--- src/rtl/burst_addr_pkg.sv ---
package burst_addr_pkg;
  localparam int BEAT_W = 2;

  typedef struct packed {
    logic load;
    logic advance;
  } burstCtrl_t;

  function automatic logic [BEAT_W-1:0] nextLow(
    input logic [BEAT_W-1:0] startLow,
    input logic [BEAT_W-1:0] beat,
    input logic interleave);
    if (interleave) return startLow ^ beat;
    return startLow + beat;
  endfunction
endpackage

--- src/rtl/burst_ctrl.sv ---
module burst_ctrl
  import burst_addr_pkg::*;
(
  input  logic clk,
  input  logic rstN,
  input  logic primLoad,
  input  logic auxLoad,
  input  logic step,
  output burstCtrl_t ctrl,
  output logic [BEAT_W-1:0] beatIdx
);
  logic [BEAT_W-1:0] beatQ;

  always_comb begin
    ctrl.load    = primLoad | auxLoad;
    ctrl.advance = step & ~(primLoad | auxLoad);
  end

  always_ff @(posedge clk) begin
    if (!rstN)             beatQ <= '0;
    else if (ctrl.load)    beatQ <= '0;
    else if (ctrl.advance) beatQ <= beatQ + 1'b1;
  end

  assign beatIdx = beatQ;

  a_r3_load_wins: assert property (@(posedge clk) disable iff (!rstN)
    (primLoad | auxLoad) |=> beatQ == '0);

  a_r4_step_inc: assert property (@(posedge clk) disable iff (!rstN)
    (!primLoad && !auxLoad && step) |=> beatQ == $past(beatQ) + 2'd1);

  a_r8_hold_beat: assert property (@(posedge clk) disable iff (!rstN)
    (!primLoad && !auxLoad && !step) |=> $stable(beatQ));
endmodule

--- src/rtl/burst_datapath.sv ---
module burst_datapath
  import burst_addr_pkg::*;
#(
  parameter int ADDR_W = 20
) (
  input  logic clk,
  input  logic rstN,
  input  burstCtrl_t ctrl,
  input  logic [ADDR_W-1:0] addrIn,
  input  logic [BEAT_W-1:0] beatIdx,
  input  logic orderSel,
  output logic [ADDR_W-1:0] addrOut
);
  localparam int HI_W = ADDR_W - BEAT_W;

  logic [HI_W-1:0]   hiQ;
  logic [BEAT_W-1:0] startQ;
  logic [BEAT_W-1:0] lowNext;

  always_ff @(posedge clk) begin
    if (!rstN) begin
      hiQ    <= '0;
      startQ <= '0;
    end else if (ctrl.load) begin
      hiQ    <= addrIn[ADDR_W-1:BEAT_W];
      startQ <= addrIn[BEAT_W-1:0];
    end
  end

  always_comb lowNext = nextLow(startQ, beatIdx, orderSel);

  assign addrOut = {hiQ, lowNext};

  a_r7_upper_hold: assert property (@(posedge clk) disable iff (!rstN)
    !ctrl.load |=> $stable(hiQ));

  a_r2_load_addr: assert property (@(posedge clk) disable iff (!rstN)
    ctrl.load |=> {hiQ, startQ} == $past(addrIn));
endmodule

--- src/rtl/burst_addr_gen.sv ---
module burst_addr_gen
  import burst_addr_pkg::*;
#(
  parameter int ADDR_W = 20
) (
  input  logic clk,
  input  logic rstN,
  input  logic [ADDR_W-1:0] addrIn,
  input  logic primLoad,
  input  logic auxLoad,
  input  logic step,
  input  logic orderSel,
  output logic [ADDR_W-1:0] addrOut,
  output logic [1:0] beatIdx
);
  burstCtrl_t ctrl;
  logic [BEAT_W-1:0] beat;

  burst_ctrl i_ctrl (
    .clk(clk), .rstN(rstN), .primLoad(primLoad), .auxLoad(auxLoad),
    .step(step), .ctrl(ctrl), .beatIdx(beat));

  burst_datapath #(.ADDR_W(ADDR_W)) i_dp (
    .clk(clk), .rstN(rstN), .ctrl(ctrl), .addrIn(addrIn),
    .beatIdx(beat), .orderSel(orderSel), .addrOut(addrOut));

  assign beatIdx = beat;
endmodule

--- config.mk ---
export PLATFORM = sky130hd
export DESIGN_NAME = burst_addr_gen
export DESIGN_NICKNAME = d
export VERILOG_FILES = /design/src/rtl/burst_addr_pkg.sv /design/src/rtl/burst_ctrl.sv /design/src/rtl/burst_datapath.sv /design/src/rtl/burst_addr_gen.sv
export SDC_FILE = /design/constraint.sdc
export NUM_CORES = 1
export LEC_CHECK = 0
export BUFFER_PORTS_ARGS = -buffer_cell sky130_fd_sc_hd__buf_4
export CAP_MARGIN = 10
export CORE_UTILIZATION = 48
export DETAILED_ROUTE_END_ITERATION = 6
export GPL_ROUTABILITY_DRIVEN = 0
export MAX_ROUTING_LAYER = met4
export PLACE_DENSITY = 0.93
export SLEW_MARGIN = 20
export SYNTH_ARGS = -nofsm -noshare
export SYNTH_HDL_FRONTEND = slang
export SYNTH_SLANG_ARGS = --single-unit
--- constraint.sdc ---
create_clock -name clk -period 3.3 [get_ports clk]
set_clock_uncertainty 0.2 [all_clocks]
set_input_delay 0.33 -clock clk [delete_from_list [all_inputs] [get_ports clk]]
set_output_delay 0.33 -clock clk [all_outputs]
set_load 0.005 [all_outputs]
== Yosys cells after proc, flatten, opt, wreduce, memory -nomap -nowiden ==
Index checks and enable logic that the tools add are counted.

* Logic and storage cells: 14
* Bits of input ports: 26
* Flip-flop bits (word level): 22

* Reduce and logical (&&, ||, !) cells: 1
* Bitwise operators: 5
* Mux-type cells: 3
* Add/subtract/negate cells: 2

{| class="wikitable"
|+ Operator list
! kind !! count
|-
| $mux W2 || 2
|-
| $add A2 B1 Y2 const B || 1
|-
| $add A2 B2 Y2 || 1
|-
| $not A1 Y1 || 2
|-
| $reduce_or A2 Y1 || 1
|-
| $xor A2 B2 Y2 || 1
|-
| $and A1 B1 Y1 || 1
|-
| $mux W1 || 1
|-
| $or A1 B1 Y1 || 1
|}

== Depth between registers and ports, before layout ==
Gate-level depths: netlist (run 1).

* Word-level depth: 3
* Depth in mapped cells: 3
* Mapped depth without buffers: 3

== By module ==
Synthesis (run 1) repeated with hierarchy kept, for this count alone.

* Cell total of the unflattened synthesis: 80
* Area, all modules: 904.6 sq um

{| class="wikitable"
|+ Modules (own cells, without submodules)
! module !! sequential area each (sq um) !! cells each !! area an instance (sq um) !! instances
|-
| burst_datapath || 400.4 || 69 || 795.8 || 1
|-
| burst_ctrl || 40.0 || 11 || 108.9 || 1
|}

== Least setup slack after synthesis (run 1) ==
OpenSTA, ideal clock, no wires.

* Kind: reg2out
* From: register i_ctrl.beatQ[0], in the netlist i_ctrl.beatIdx[0]
* To: output port addrOut[1]
* Cell stages (with the launch flop): 4
* Arrival time: 0.823 ns
* Setup slack: 1.947 ns
* Path buffers: 0
* Cells stage by stage: dfxtp_1 -> ha_1 -> nor2b_1 -> xnor2_1

* Word-level cells in the longest chain between the ends: 2

{| class="wikitable"
|+ RTL lines
! item !! line !! RTL
|-
| start, declared || burst_ctrl.sv:12 || <nowiki>logic [BEAT_W-1:0] beatQ;</nowiki>
|-
| start signal, assigned || burst_ctrl.sv:22 || <nowiki>else if (ctrl.advance) beatQ <= beatQ + 1'b1;</nowiki>
|-
| $add A2 B2 Y2 || burst_addr_pkg.sv:14 || <nowiki>return startLow + beat;</nowiki>
|-
| $mux W2 || burst_addr_pkg.sv:14 ||
|-
| end, declared || burst_addr_gen.sv:13 || <nowiki>output logic [ADDR_W-1:0] addrOut,</nowiki>
|}

No other way between the ends.

== Worst setup path in the final report (run 1) ==
Ends and elaborated chain as after synthesis.

==> results of run 1 <==
==> state kept, by name (all words and copies together), names as in the netlist <==
signal / flops
i_ctrl.beatIdx: 2
i_dp.hiQ: 18
i_dp.startQ: 2
==> per-stage QoR <==
step           instance area [sq um]  hold WS [ns]  power, uW
2_1_floorplan                   1010         0.273        336
3_3_place_gp                    1340         0.338        382
3_5_place_dp                    1340         0.342        386
4_1_cts                         1380        0.0766        533
5_1_grt                         1380        0.0779        550
6_report                        1380        0.0892        525
==> cell usage after synthesis, drive strengths merged <==
library cell	instances	area share, %
or3b	21	18
nand3b	1	0.74
dfxtp	22	44
a21oi	1	0.87
buf	3	2.7
xnor2	3	2.6
ha	1	1.2
o21ai	20	9.9
a21bo	1	0.99
nor2b	1	0.62
clkbuf	7	2.6
a21boi	20	15
nor2	1	0.62
==> critical path, cell delays in order, from the launching register on <==
cell and delay [ns]:
dfxtp_1 0.44, ha_1 0.17, nor2b_1 0.16, xnor2_1 0.13, buf_4 0.12
==> final cells by class <==
cell class / instances / area [sq um]
clock buffer: 4 / 36.3
timing repair buffer: 47 / 353
fill: 166 / 584
sequential: 22 / 440
multi-input combinational: 70 / 514
tap: 27 / 33.8
==> worst min-delay path by stage <==
stage,start,to,slack (ns),depth (start not counted)
after global routing,addrIn[9],i_dp.hiQ[7],0.08,3
after CTS,addrIn[6],i_dp.hiQ[4],0.08,3
after detailed placement,i_dp.hiQ[9],i_dp.hiQ[9],0.34,2
after floorplan,step,i_ctrl.beatIdx[0],0.27,2
after global placement,i_dp.hiQ[16],i_dp.hiQ[16],0.34,2
final,addrIn[0],i_dp.startQ[0],0.09,3
==> per-layer routing <==
layer	vias up	routed length (microns)
met3	0	131
met2	36	991
met4	0	0
met5	-	0
li1	455	-
met1	397	1000
==> logic make-up after synthesis <==
kind of cell	synth area share, %
fa+ha+maj	1.24
buf+inv	5.33
compound gates	26.7
flops	43.7
simple gates	20.5
xor+xnor	2.61
==> where the power goes <==
part | switching, uW | leakage, uW | internal [uW] | total, uW
registers | 7.49 | 0.000182 | 281 | 289
logic | 35.0 | 0.000372 | 55.9 | 90.8
clock network | 78.5 | 0.0000210 | 67.3 | 146
total | 121 | 0.000575 | 404 | 525
==> cells in the final DEF (no fill, tap or decap) <==
| master | instances |
|---|---|
| o21ai_0 | 20 |
| clkbuf_8 | 1 |
| a21boi_1 | 20 |
| or3b_4 | 1 |
| or3b_1 | 19 |
| a21oi_2 | 1 |
| or3b_2 | 1 |
| buf_4 | 47 |
| nor2b_1 | 1 |
| a21bo_2 | 1 |
| clkbuf_4 | 3 |
| nand3b_1 | 1 |
| dfxtp_1 | 22 |
| xnor2_1 | 3 |
| nor2_2 | 1 |
| ha_1 | 1 |
==> impl_metrics.sql, run 1 <==
INSERT INTO impl_metrics (metric_group, metric, value, unit) VALUES
('clocking', 'cts_buffers', '3', ''),
('yosys', 'post_synth_num_cell_types', '16', ''),
('floorplan', 'die-height', '47.8', 'microns'),
('clocking', 'cts_max_path_buffers', '2', ''),
('routing', 'detail_route.first_pass.iterations', '4', ''),
('floorplan', 'initial_utilization', '51.4', '%'),
('grt', 'antenna_violations_before_repair', '0', ''),
('sta', 'maxClockFrequency', '540', 'MHz'),
('worst_setup_path', 'setup.worst_path.start_class', 'flip-flop', ''),
('sta', 'final_setup_fails', '0', ''),
('sta', 'final_period_minus_worst_setup_slack', '1.85', 'ns'),
('yosys', 'synth_seq_cells', '22', ''),
('worst_setup_path', 'worst-path-max-fanout', '5', ''),
('clocking', 'tritoncts', 'done', ''),
('grt', 'grt.met2_usage', '31.6', '%'),
('yosys', 'post_synth_instance_area', '0.00101', 'sq mm'),
('worst_setup_path', 'cp.required', '2.77', 'ns'),
('routing', 'detail_route.drc_violations', '0', ''),
('power', 'power.density_cell_area', '381', 'mW/mm^2'),
('worst_setup_path', 'crit_end', 'addrOut[1]', ''),
('grt', 'vias_in_the_first_global_route', '772', ''),
('grt', 'globalRouteMet1Util', '24.4', '%'),
('floorplan', 'die_width', '47.8', 'microns'),
('sta', 'layout_worst_path_cycle_share', '56.1', '%'),
('worst_setup_path', 'timing.rr.end', 'i_dp.hiQ[13]', ''),
('grt', 'grt_max_degree', '42', ''),
('sta', 'rsz0062_at_grt', 'false', ''),
('final_layout', 'finalNetCount', '171', ''),
('grt', 'global_route.usage.total', '19.9', '%'),
('routing', 'totalWireLength', '2120', 'microns'),
('floorplan', 'placement_rows', '16', ''),
('clocking', 'clkSlewWorstSetupHoldPaths', '0.12', 'ns'),
('routing', 'vias', '888', ''),
('sta', 'worst_slew_margin_rel', '78.9', '%'),
('worst_setup_path', 'timing.setup.critical_path_class', 'reg -> out', ''),
('sta', 'final_max_slew_viol_count', '0', ''),
('grt', 'grt.met3_usage', '4.91', '%'),
('power', 'leakagePower', '0.000575', 'uW'),
('clocking', 'clock_root_cell', 'clkbuf_4', ''),
('clocking', 'htree_num_levels', '1', ''),
('routing', 'detailedRoute.firstIterationViolations', '12', ''),
('worst_setup_path', 'setup.worst_path.end_class', 'output port', ''),
('sta', 'totalNegativeSetupSlack', '0', 'ns'),
('sta', 'finalHoldViolations', '0', ''),
('clocking', 'post_cts.repair.setup_buffers', '0', ''),
('final_layout', 'area_overhead_vs_synth', '36.6', '%'),
('floorplan', 'die_area', '0.00229', 'sq mm'),
('power', 'ir_drop_worst_case_vdd', '0.000255', 'V'),
('final_layout', 'finish.cell_count_without_fillers', '170', ''),
('yosys', 'synth_seq_area_share', '43.7', '%'),
('placed_design', 'buffer_ports.inserted', '47', ''),
('clocking', 'holdBufCountCts', '0', ''),
('routing', 'post_drt_wl_per_cell', '12.5', 'microns'),
('sta', 'worst_pin_slew', '0.316', 'ns'),
('worst_setup_path', 'reg2reg_slack', '2.09', 'ns'),
('routing', 'viasPerCell', '5.22', ''),
('run_status', 'status', 'complete, no violations', ''),
('clocking', 'cts-resized-gates', '0', ''),
('final_layout', 'n_antenna_cell', '0', ''),
('job', 'max_cap_violations', '0', ''),
('placed_design', 'dpl.hpwl', '1460', 'microns'),
('floorplan', 'core_area', '0.00196', 'sq mm'),
('floorplan', 'ios', '48', ''),
('yosys', 'post_synth.cell_area_avg', '9.89', 'sq um'),
('placed_design', 'post-place-ws', '1.79', 'ns'),
('clocking', 'clk-insertion-delay-late', '0.30', 'ns'),
('clocking', 'cts_num_sinks', '22', ''),
('grt', 'wire_length_of_the_first_global_routing_pass', '3090', 'microns'),
('grt', 'top_usage_layer', 'met2', ''),
('yosys', 'syn_inst', '102', ''),
('grt', 'grt-ovfl-total', '0', ''),
('yosys', 'synth_warnings', '0', ''),
('routing', 'detail-route-antenna-nets', '0', ''),
('sta', 'postLayoutSetupSlackWorst', '1.45', 'ns'),
('worst_setup_path', 'crit_start', 'i_ctrl.beatIdx[0]', ''),
('worst_setup_path', 'reg2reg_from', 'i_dp.hiQ[13]', ''),
('final_layout', 'final_core_util', '70.2', '%'),
('worst_setup_path', 'worst_ep_arrival_time', '1.32', 'ns'),
('yosys', 'postSynthNetCount', '129', ''),
('final_layout', 'drive_gt1_share', '39.2', '%'),
('worst_setup_path', 'worst_r2r_path_depth', '2', ''),
('min_path', 'worst_hold_path_type', 'in -> reg', ''),
('placed_design', 'numPlacedInstances', '166', '');
Note: power is estimated with default switching activity, not from simulation.
==> inputs of run 2 (changes only) <==
CORE_UTILIZATION = 45   (was 48)
PLACE_DENSITY = 0.89   (was 0.93)
clock period = 1.8 ns   (was 3.3 ns; I/O delays follow)
==> run 2 against run 1 <==
Effect of this change:
- via count grew 11%
- non-clock buffer count up 21
- register-to-register slack lost 1.5 ns
- critical endpoint unchanged
==> impl_metrics.sql, run 2 (synthesis gave the netlist of run 1 again) <==
INSERT INTO impl_metrics (metric_group, metric, value, unit) VALUES
('routing', 'route.top_layer_used', 'met4', ''),
('floorplan', 'initial_utilization', '49.4', '%'),
('sta', 'totalNegativeSetupSlack', '0', 'ns'),
('clocking', 'post_cts.repair.setup_buffers', '0', ''),
('final_layout', 'drive_gt1_share', '34.8', '%'),
('worst_setup_path', 'reg2reg_slack', '0.57', 'ns'),
('min_path', 'worst_hold_path_type', 'in -> reg', ''),
('worst_setup_path', 'worst_ep_arrival_time', '1.27', 'ns'),
('routing', 'met3RoutedLength', '129', 'microns'),
('placed_design', 'buffer_ports.inserted', '47', ''),
('final_layout', 'final_cell_area', '0.00161', 'sq mm'),
('power', 'ir_drop_worst_case_vdd', '0.000446', 'V'),
('clocking', 'clock_root_cell', 'clkbuf_4', ''),
('final_layout', 'n_antenna_cell', '0', ''),
('sta', 'final_max_slew_viol_count', '0', ''),
('min_path', 'min_path_cells', '2', ''),
('clocking', 'clk-insertion-delay-late', '0.31', 'ns'),
('routing', 'viasPerCell', '5.14', ''),
('sta', 'maxClockFrequency', '607', 'MHz'),
('run_status', 'status', 'complete, no violations', ''),
('final_layout', 'largest_reg_flops', '18', ''),
('placed_design', 'dpl.hpwl', '1450', 'microns'),
('grt', 'grt-ovfl-total', '0', ''),
('power', 'leakagePower', '0.000670', 'uW'),
('final_layout', 'fillers', '141', ''),
('sta', 'finalHoldViolations', '0', ''),
('routing', 'met2_length', '1240', 'microns'),
('clocking', 'cts_buffers', '3', ''),
('clocking', 'tritoncts', 'done', ''),
('sta', 'final_setup_fails', '0', ''),
('floorplan', 'ios', '48', ''),
('routing', 'post_drt_wl_per_cell', '13.3', 'microns'),
('clocking', 'clkSlewWorstSetupHoldPaths', '0.13', 'ns'),
('grt', 'vias_in_the_first_global_route', '922', ''),
('floorplan', 'die_area', '0.00243', 'sq mm'),
('final_layout', 'finalNetCount', '192', ''),
('min_path', 'min_delay_worst_endpoint', 'i_dp.hiQ[1]', ''),
('placed_design', 'dpl-instance-area', '0.00134', 'sq mm'),
('floorplan', 'die_width', '49.3', 'microns'),
('routing', 'vias', '982', ''),
('routing', 'detailedRoute.firstIterationViolations', '3', ''),
('worst_setup_path', 'setup.worst_path.start_class', 'flip-flop', ''),
('worst_setup_path', 'reg2reg_from', 'i_dp.hiQ[13]', ''),
('sta', 'layout_worst_path_cycle_share', '91.5', '%'),
('final_layout', 'area_overhead_vs_synth', '59.2', '%'),
('floorplan', 'die-height', '49.3', 'microns'),
('worst_setup_path', 'worst-path-max-fanout', '5', ''),
('worst_setup_path', 'cp.required', '1.42', 'ns'),
('power', 'power.density_cell_area', '699', 'mW/mm^2'),
('floorplan', 'placement_rows', '16', ''),
('routing', 'detail-route-antenna-nets', '0', ''),
('clocking', 'cts_num_sinks', '22', ''),
('floorplan', 'core_area', '0.00204', 'sq mm'),
('worst_setup_path', 'timing.setup.critical_path_class', 'reg -> out', ''),
('grt', 'grt_max_degree', '42', ''),
('sta', 'rsz0062_at_grt', 'false', ''),
('final_layout', 'largest-register', 'i_dp.hiQ', ''),
('worst_setup_path', 'timing.rr.end', 'i_dp.hiQ[13]', ''),
('routing', 'route.layer.met1.wl', '1170', 'microns'),
('routing', 'totalWireLength', '2540', 'microns'),
('power', 'power.total', '1120', 'uW'),
('routing', 'detail_route.first_pass.iterations', '2', ''),
('grt', 'global_route.usage.total', '22.5', '%'),
('job', 'max_cap_violations', '0', ''),
('routing', 'detail_route.drc_violations', '0', ''),
('grt', 'wire_length_of_the_first_global_routing_pass', '4060', 'microns'),
('sta', 'finalHoldWorstSlack', '0.0109', 'ns'),
('grt', 'antenna_violations_before_repair', '0', ''),
('min_path', 'hold_sp', 'rstN', ''),
('worst_setup_path', 'worst_r2r_path_depth', '2', ''),
('final_layout', 'most-common-layout-cells', '47 x buf_4, 21 x dlygate4sd3_1, 21 x dfxtp_1, 20 x o21ai_0, 20 x a21boi_1', ''),
('sta', 'final_period_minus_worst_setup_slack', '1.65', 'ns'),
('final_layout', 'final_core_util', '78.6', '%'),
('sta', 'worst_slew_margin_rel', '79.4', '%'),
('clocking', 'cts_max_path_buffers', '2', ''),
('worst_setup_path', 'setup.worst_path.end_class', 'output port', ''),
('final_layout', 'layout_commonest_cell', 'buf_4', ''),
('sta', 'worst_pin_slew', '0.309', 'ns'),
('clocking', 'htree_num_levels', '1', '');
## run 2: changes by cell type in the layout (fill, tap and decap cells not counted)
cell	before	now
dlygate4sd3_1	0	21
clkbuf_8	1	0
bufinv_16	0	1
dfxtp_1	22	21
dfxtp_2	0	1
## run 2: how the worst max path moves through the flow
stage          depth (start not counted)          to         startpoint  slack (ns)
6_report                               4  addrOut[1]  i_ctrl.beatIdx[0]        0.15
2_1_floorplan                          3  addrOut[1]  i_ctrl.beatIdx[0]        0.60
4_1_cts                                4  addrOut[1]  i_ctrl.beatIdx[0]        0.09
3_5_place_dp                           4  addrOut[1]  i_ctrl.beatIdx[0]        0.44
5_1_grt                                4  addrOut[1]  i_ctrl.beatIdx[0]        0.03
3_3_place_gp                           4  addrOut[1]  i_ctrl.beatIdx[0]        0.50
## run 2: worst max-delay path, stage by stage (launching register included)
cell and delay, ns:
dfxtp_2 0.40, ha_1 0.15, nor2b_1 0.15, xnor2_1 0.13
buf_4 0.13
## run 2: stage by stage
step / cells / setup slack, ns
2_1_floorplan: 102 / 0.597
3_3_place_gp: 166 / 0.498
3_5_place_dp: 166 / 0.443
4_1_cts: 191 / 0.0881
5_1_grt: 191 / 0.0263
6_report: 191 / 0.152
## run 2: what timing repair did
action | 4_1_cts | 5_1_grt
hold buffers | 21 | 0
endpoints found under the setup margin | 0 | 1
endpoints found under the hold margin | 22 | 0
resized for setup | 0 | 1
## run 2: final cells by class
| class | count | area, sq um | area share, % |
|---|---|---|---|
| clock inverters | 1 | 30.0 | 1.87 |
| flip-flops and latches | 22 | 442 | 27.5 |
| multi-input cells | 70 | 514 | 32.0 |
| well taps | 27 | 33.8 | 2.10 |
| clock buffers | 3 | 22.5 | 1.40 |
| repair buffers | 68 | 563 | 35.1 |
## run 2: report_power, final
part / total, uW / leakage (uW) / switching [uW] / internal [uW]
combinational: 207 / 0.000459 / 74.4 / 132
sequential: 530 / 0.000183 / 14.9 / 516
clock: 385 / 0.0000279 / 160 / 225
## run 2: routing by layer
metal / up-vias / global-route usage (%)
met3: 2 / 3.12
met4: 0 / 8.82
met1: 457 / 26.2
met5: - / -
met2: 33 / 38.6
li1: 490 / -
==> inputs of run 3 (changes only) <==
ABC_AREA = 1   (was not set)
CORE_UTILIZATION = 42   (was 45)
PLACE_DENSITY = 0.87   (was 0.89)
SKIP_CTS_REPAIR_TIMING = 1   (was not set)
==> run 3 against run 2 <==
Effect of this change:
- routed wire length fell by 0.79%
- critical path depth rose by 3
- cell area fell by 8.8%
- non-clock buffer count rose by 2
- setup slack improved by 0.0019 ns
- register-to-register slack improved by 0.20 ns
- sequential cell count did not move
- global-route usage fell by 2.9 points
- worst hold slack improved by 0.0051 ns
- clock power fell by 45%
==> impl_metrics.sql, run 3 <==
INSERT INTO impl_metrics (metric_group, metric, value, unit) VALUES
('floorplan', 'die-height', '47.5', 'microns'),
('clocking', 'cts_buffers', '3', ''),
('floorplan', 'die_width', '47.5', 'microns'),
('yosys', 'synth_enable_flop_cells', '0', ''),
('grt', 'vias_in_the_first_global_route', '742', ''),
('sta', 'finalHoldViolations', '0', ''),
('run_status', 'status', 'complete, no violations', ''),
('yosys', 'synth_top_cell_area_share', '50.6', '%'),
('sta', 'final_period_minus_worst_setup_slack', '1.65', 'ns'),
('clocking', 'cts_max_path_buffers', '2', ''),
('final_layout', 'largest-register', 'i_dp.hiQ', ''),
('grt', 'global_route.usage.total', '19.6', '%'),
('grt', 'grt-ovfl-total', '0', ''),
('yosys', 'post_synth_instance_area', '871', 'sq um'),
('grt', 'grt_max_degree', '22', ''),
('placed_design', 'post-place-ws', '0.470', 'ns'),
('final_layout', 'finish.cell_count_without_fillers', '207', ''),
('final_layout', 'final_cell_area', '0.00146', 'sq mm'),
('grt', 'wire_length_of_the_first_global_routing_pass', '3040', 'microns'),
('placed_design', 'buffer_ports.inserted', '47', ''),
('sta', 'rsz0062_at_grt', 'false', ''),
('worst_setup_path', 'timing.setup.critical_path_class', 'reg -> out', ''),
('floorplan', 'ios', '48', ''),
('placed_design', 'numPlacedInstances', '183', ''),
('clocking', 'htree_num_levels', '1', ''),
('worst_setup_path', 'setup.worst_path.end_class', 'output port', ''),
('yosys', 'syn_inst', '115', ''),
('clocking', 'clkSlewWorstSetupHoldPaths', '0.11', 'ns'),
('yosys', 'complex_gate_fraction_of_the_synthesized_area', '11.5', '%'),
('yosys', 'simple_gate_portion_of_the_synthesized_area', '29.2', '%'),
('floorplan', 'core_area', '0.00196', 'sq mm'),
('sta', 'final_max_slew_viol_count', '0', ''),
('final_layout', 'fillers', '148', ''),
('grt', 'antenna_violations_before_repair', '0', ''),
('min_path', 'min_delay_worst_endpoint', 'i_dp.hiQ[4]', ''),
('clocking', 'cts_num_sinks', '22', ''),
('yosys', 'synth_async_sr_flop_share', '0', '%'),
('floorplan', 'placement_rows', '16', ''),
('placed_design', 'dpl-instance-area', '0.00123', 'sq mm'),
('power', 'ir_drop_worst_case_vdd', '0.000421', 'V'),
('routing', 'totalWireLength', '2520', 'microns'),
('worst_setup_path', 'reg2reg_slack', '0.77', 'ns'),
('worst_setup_path', 'setup.worst_path.start_class', 'flip-flop', ''),
('final_layout', 'largest_reg_flops', '18', ''),
('final_layout', 'most-common-layout-cells', '49 x buf_4, 23 x nor2_1, 22 x dfxtp_1, 21 x dlygate4sd3_1, 20 x nor3_1', ''),
('yosys', 'synth_top_family_by_area', 'simple AND/OR/NAND/NOR gates', ''),
('min_path', 'worst_hold_path_type', 'in -> reg', ''),
('routing', 'viasPerCell', '4.95', ''),
('yosys', 'synth_xor_area_share', '0', '%'),
('yosys', 'synth_warnings', '0', ''),
('power', 'leakagePower', '0.000698', 'uW'),
('yosys', 'synth_flop_cell', 'dfxtp_1', ''),
('min_path', 'min_path_cells', '3', ''),
('yosys', 'yosysMostFrequentCell', 'nor2_1', ''),
('floorplan', 'die_area', '0.00226', 'sq mm'),
('sta', 'layout_worst_path_cycle_share', '91.4', '%'),
('final_layout', 'layout_commonest_cell', 'buf_4', ''),
('clocking', 'clock_root_cell', 'clkbuf_4', ''),
('yosys', 'post_synth_num_cell_types', '14', ''),
('routing', 'detailedRoute.firstIterationViolations', '13', ''),
('clocking', 'tritoncts', 'done', ''),
('yosys', 'post_synth.cell_area_avg', '7.57', 'sq um'),
('yosys', 'largest_cells_by_area_after_synthesis', 'dfxtp_1 51%, nor3_1 11%, nor2_1 9.9%', ''),
('sta', 'totalNegativeSetupSlack', '0', 'ns'),
('yosys', 'synth.mux.area_fraction', '0', '%'),
('job', 'max_cap_violations', '0', ''),
('power', 'power.density_cell_area', '661', 'mW/mm^2'),
('final_layout', 'finalNetCount', '209', ''),
('yosys', 'yosysTopAreaCell', 'dfxtp_1', ''),
('worst_setup_path', 'reg2reg_from', 'i_ctrl.beatIdx[0]', ''),
('sta', 'final_setup_fails', '0', ''),
('routing', 'detail-route-antenna-nets', '0', ''),
('min_path', 'hold_sp', 'rstN', ''),
('sta', 'worst_slew_margin_rel', '85.4', '%'),
('floorplan', 'initial_utilization', '44.4', '%'),
('sta', 'postLayoutSetupSlackWorst', '0.154', 'ns'),
('worst_setup_path', 'worst_r2r_path_depth', '5', ''),
('worst_setup_path', 'worst_ep_arrival_time', '1.27', 'ns'),
('routing', 'detail_route.drc_violations', '0', ''),
('final_layout', 'area_overhead_vs_synth', '68.1', '%'),
('routing', 'vias', '1025', ''),
('placed_design', 'dpl.hpwl', '1590', 'microns'),
('yosys', 'synth_seq_cells', '22', ''),
('final_layout', 'drive_gt1_share', '30.0', '%'),
('worst_setup_path', 'worst-path-max-fanout', '4', ''),
('worst_setup_path', 'timing.rr.end', 'i_ctrl.beatIdx[1]', ''),
('routing', 'detail_route.first_pass.iterations', '4', ''),
('clocking', 'clk-insertion-delay-late', '0.30', 'ns'),
('final_layout', 'n_antenna_cell', '0', ''),
('yosys', 'synth-adder-area-share', '1.44', '%'),
('worst_setup_path', 'cp.required', '1.42', 'ns'),
('yosys', 'postSynthNetCount', '142', ''),
('sta', 'worst_pin_slew', '0.217', 'ns'),
('yosys', 'synth_seq_area_share', '50.6', '%'),
('routing', 'post_drt_wl_per_cell', '12.2', 'microns'),
('yosys', 'ranking_of_synthesized_cells_by_instance_count', '23 x nor2_1, 22 x dfxtp_1, 20 x nor3_1', ''),
('sta', 'maxClockFrequency', '608', 'MHz');
run 3: cell count changes in the layout (fill, tap and decap cells not counted), sizes merged, moves of 2 or more:
cell,before,now
buf,47,49
nor2,1,24
nor3,0,21
inv,0,6
nand3,0,2
a21boi,20,0
xnor2,3,0
or3b,21,0
nand2,0,11
run 3: final cells by class:
type | count | area [sq um] | share of cell area [%]
clock buffer | 3 | 22.5 | 1.54
inverter | 6 | 22.5 | 1.54
tap | 27 | 33.8 | 2.31
multi-input combinational | 79 | 367 | 25.0
timing repair buffer | 70 | 578 | 39.5
sequential | 22 | 440 | 30.1
run 3: through the flow:
| step | hold WS, ns | total power [uW] | util, % |
|---|---|---|---|
| 5_1_grt | 0.0293 | 1020 | 74.6 |
| 3_3_place_gp | 0.213 | 719 | 62.8 |
| 4_1_cts | -0.0947 | 935 | 63.9 |
| 3_5_place_dp | 0.223 | 727 | 62.8 |
| 2_1_floorplan | 0.127 | 620 | - |
| 6_report | 0.0160 | 968 | 74.6 |
run 3: cell families after synthesis:
group | Yosys count
and+or+nand+nor | 58
DFF | 22
AOI/OAI and AO/OA | 20
buffers and inverters | 14
adders and majority gates | 1
run 3: worst max-delay path by stage:
stage / start / end / cells after the start
global placement: i_ctrl.beatIdx[0] / addrOut[1] / 7
detailed placement: i_ctrl.beatIdx[0] / addrOut[1] / 7
CTS: i_ctrl.beatIdx[0] / addrOut[1] / 7
global route: i_ctrl.beatIdx[0] / addrOut[1] / 7
finish: i_ctrl.beatIdx[0] / addrOut[1] / 7
floorplan: i_ctrl.beatIdx[0] / addrOut[1] / 6
run 3: routing by layer:
metal  share of wire, %  up-vias  wire (microns)  global-route usage, %
li1                   -      512               -                      -
met1                 41      472            1040                   23.3
met2                 53       34            1350                   32.6
met3                3.3        7              84                   3.40
met4                2.0        0              51                   8.33
met5                  0        -               0                      -
run 3: critical path: stages (launching register included):
cell	delay (ns)
dfxtp_1	0.39
ha_1	0.18
inv_1	0.04
nor2_1	0.07
nand3_1	0.07
nand2_1	0.06
inv_1	0.03
buf_4	0.12
run 3: report_power, final:
group | switching (uW) | total (uW) | internal [uW]
clock network | 134 | 212 | 78.0
logic | 87.0 | 217 | 130
registers | 18.5 | 538 | 520
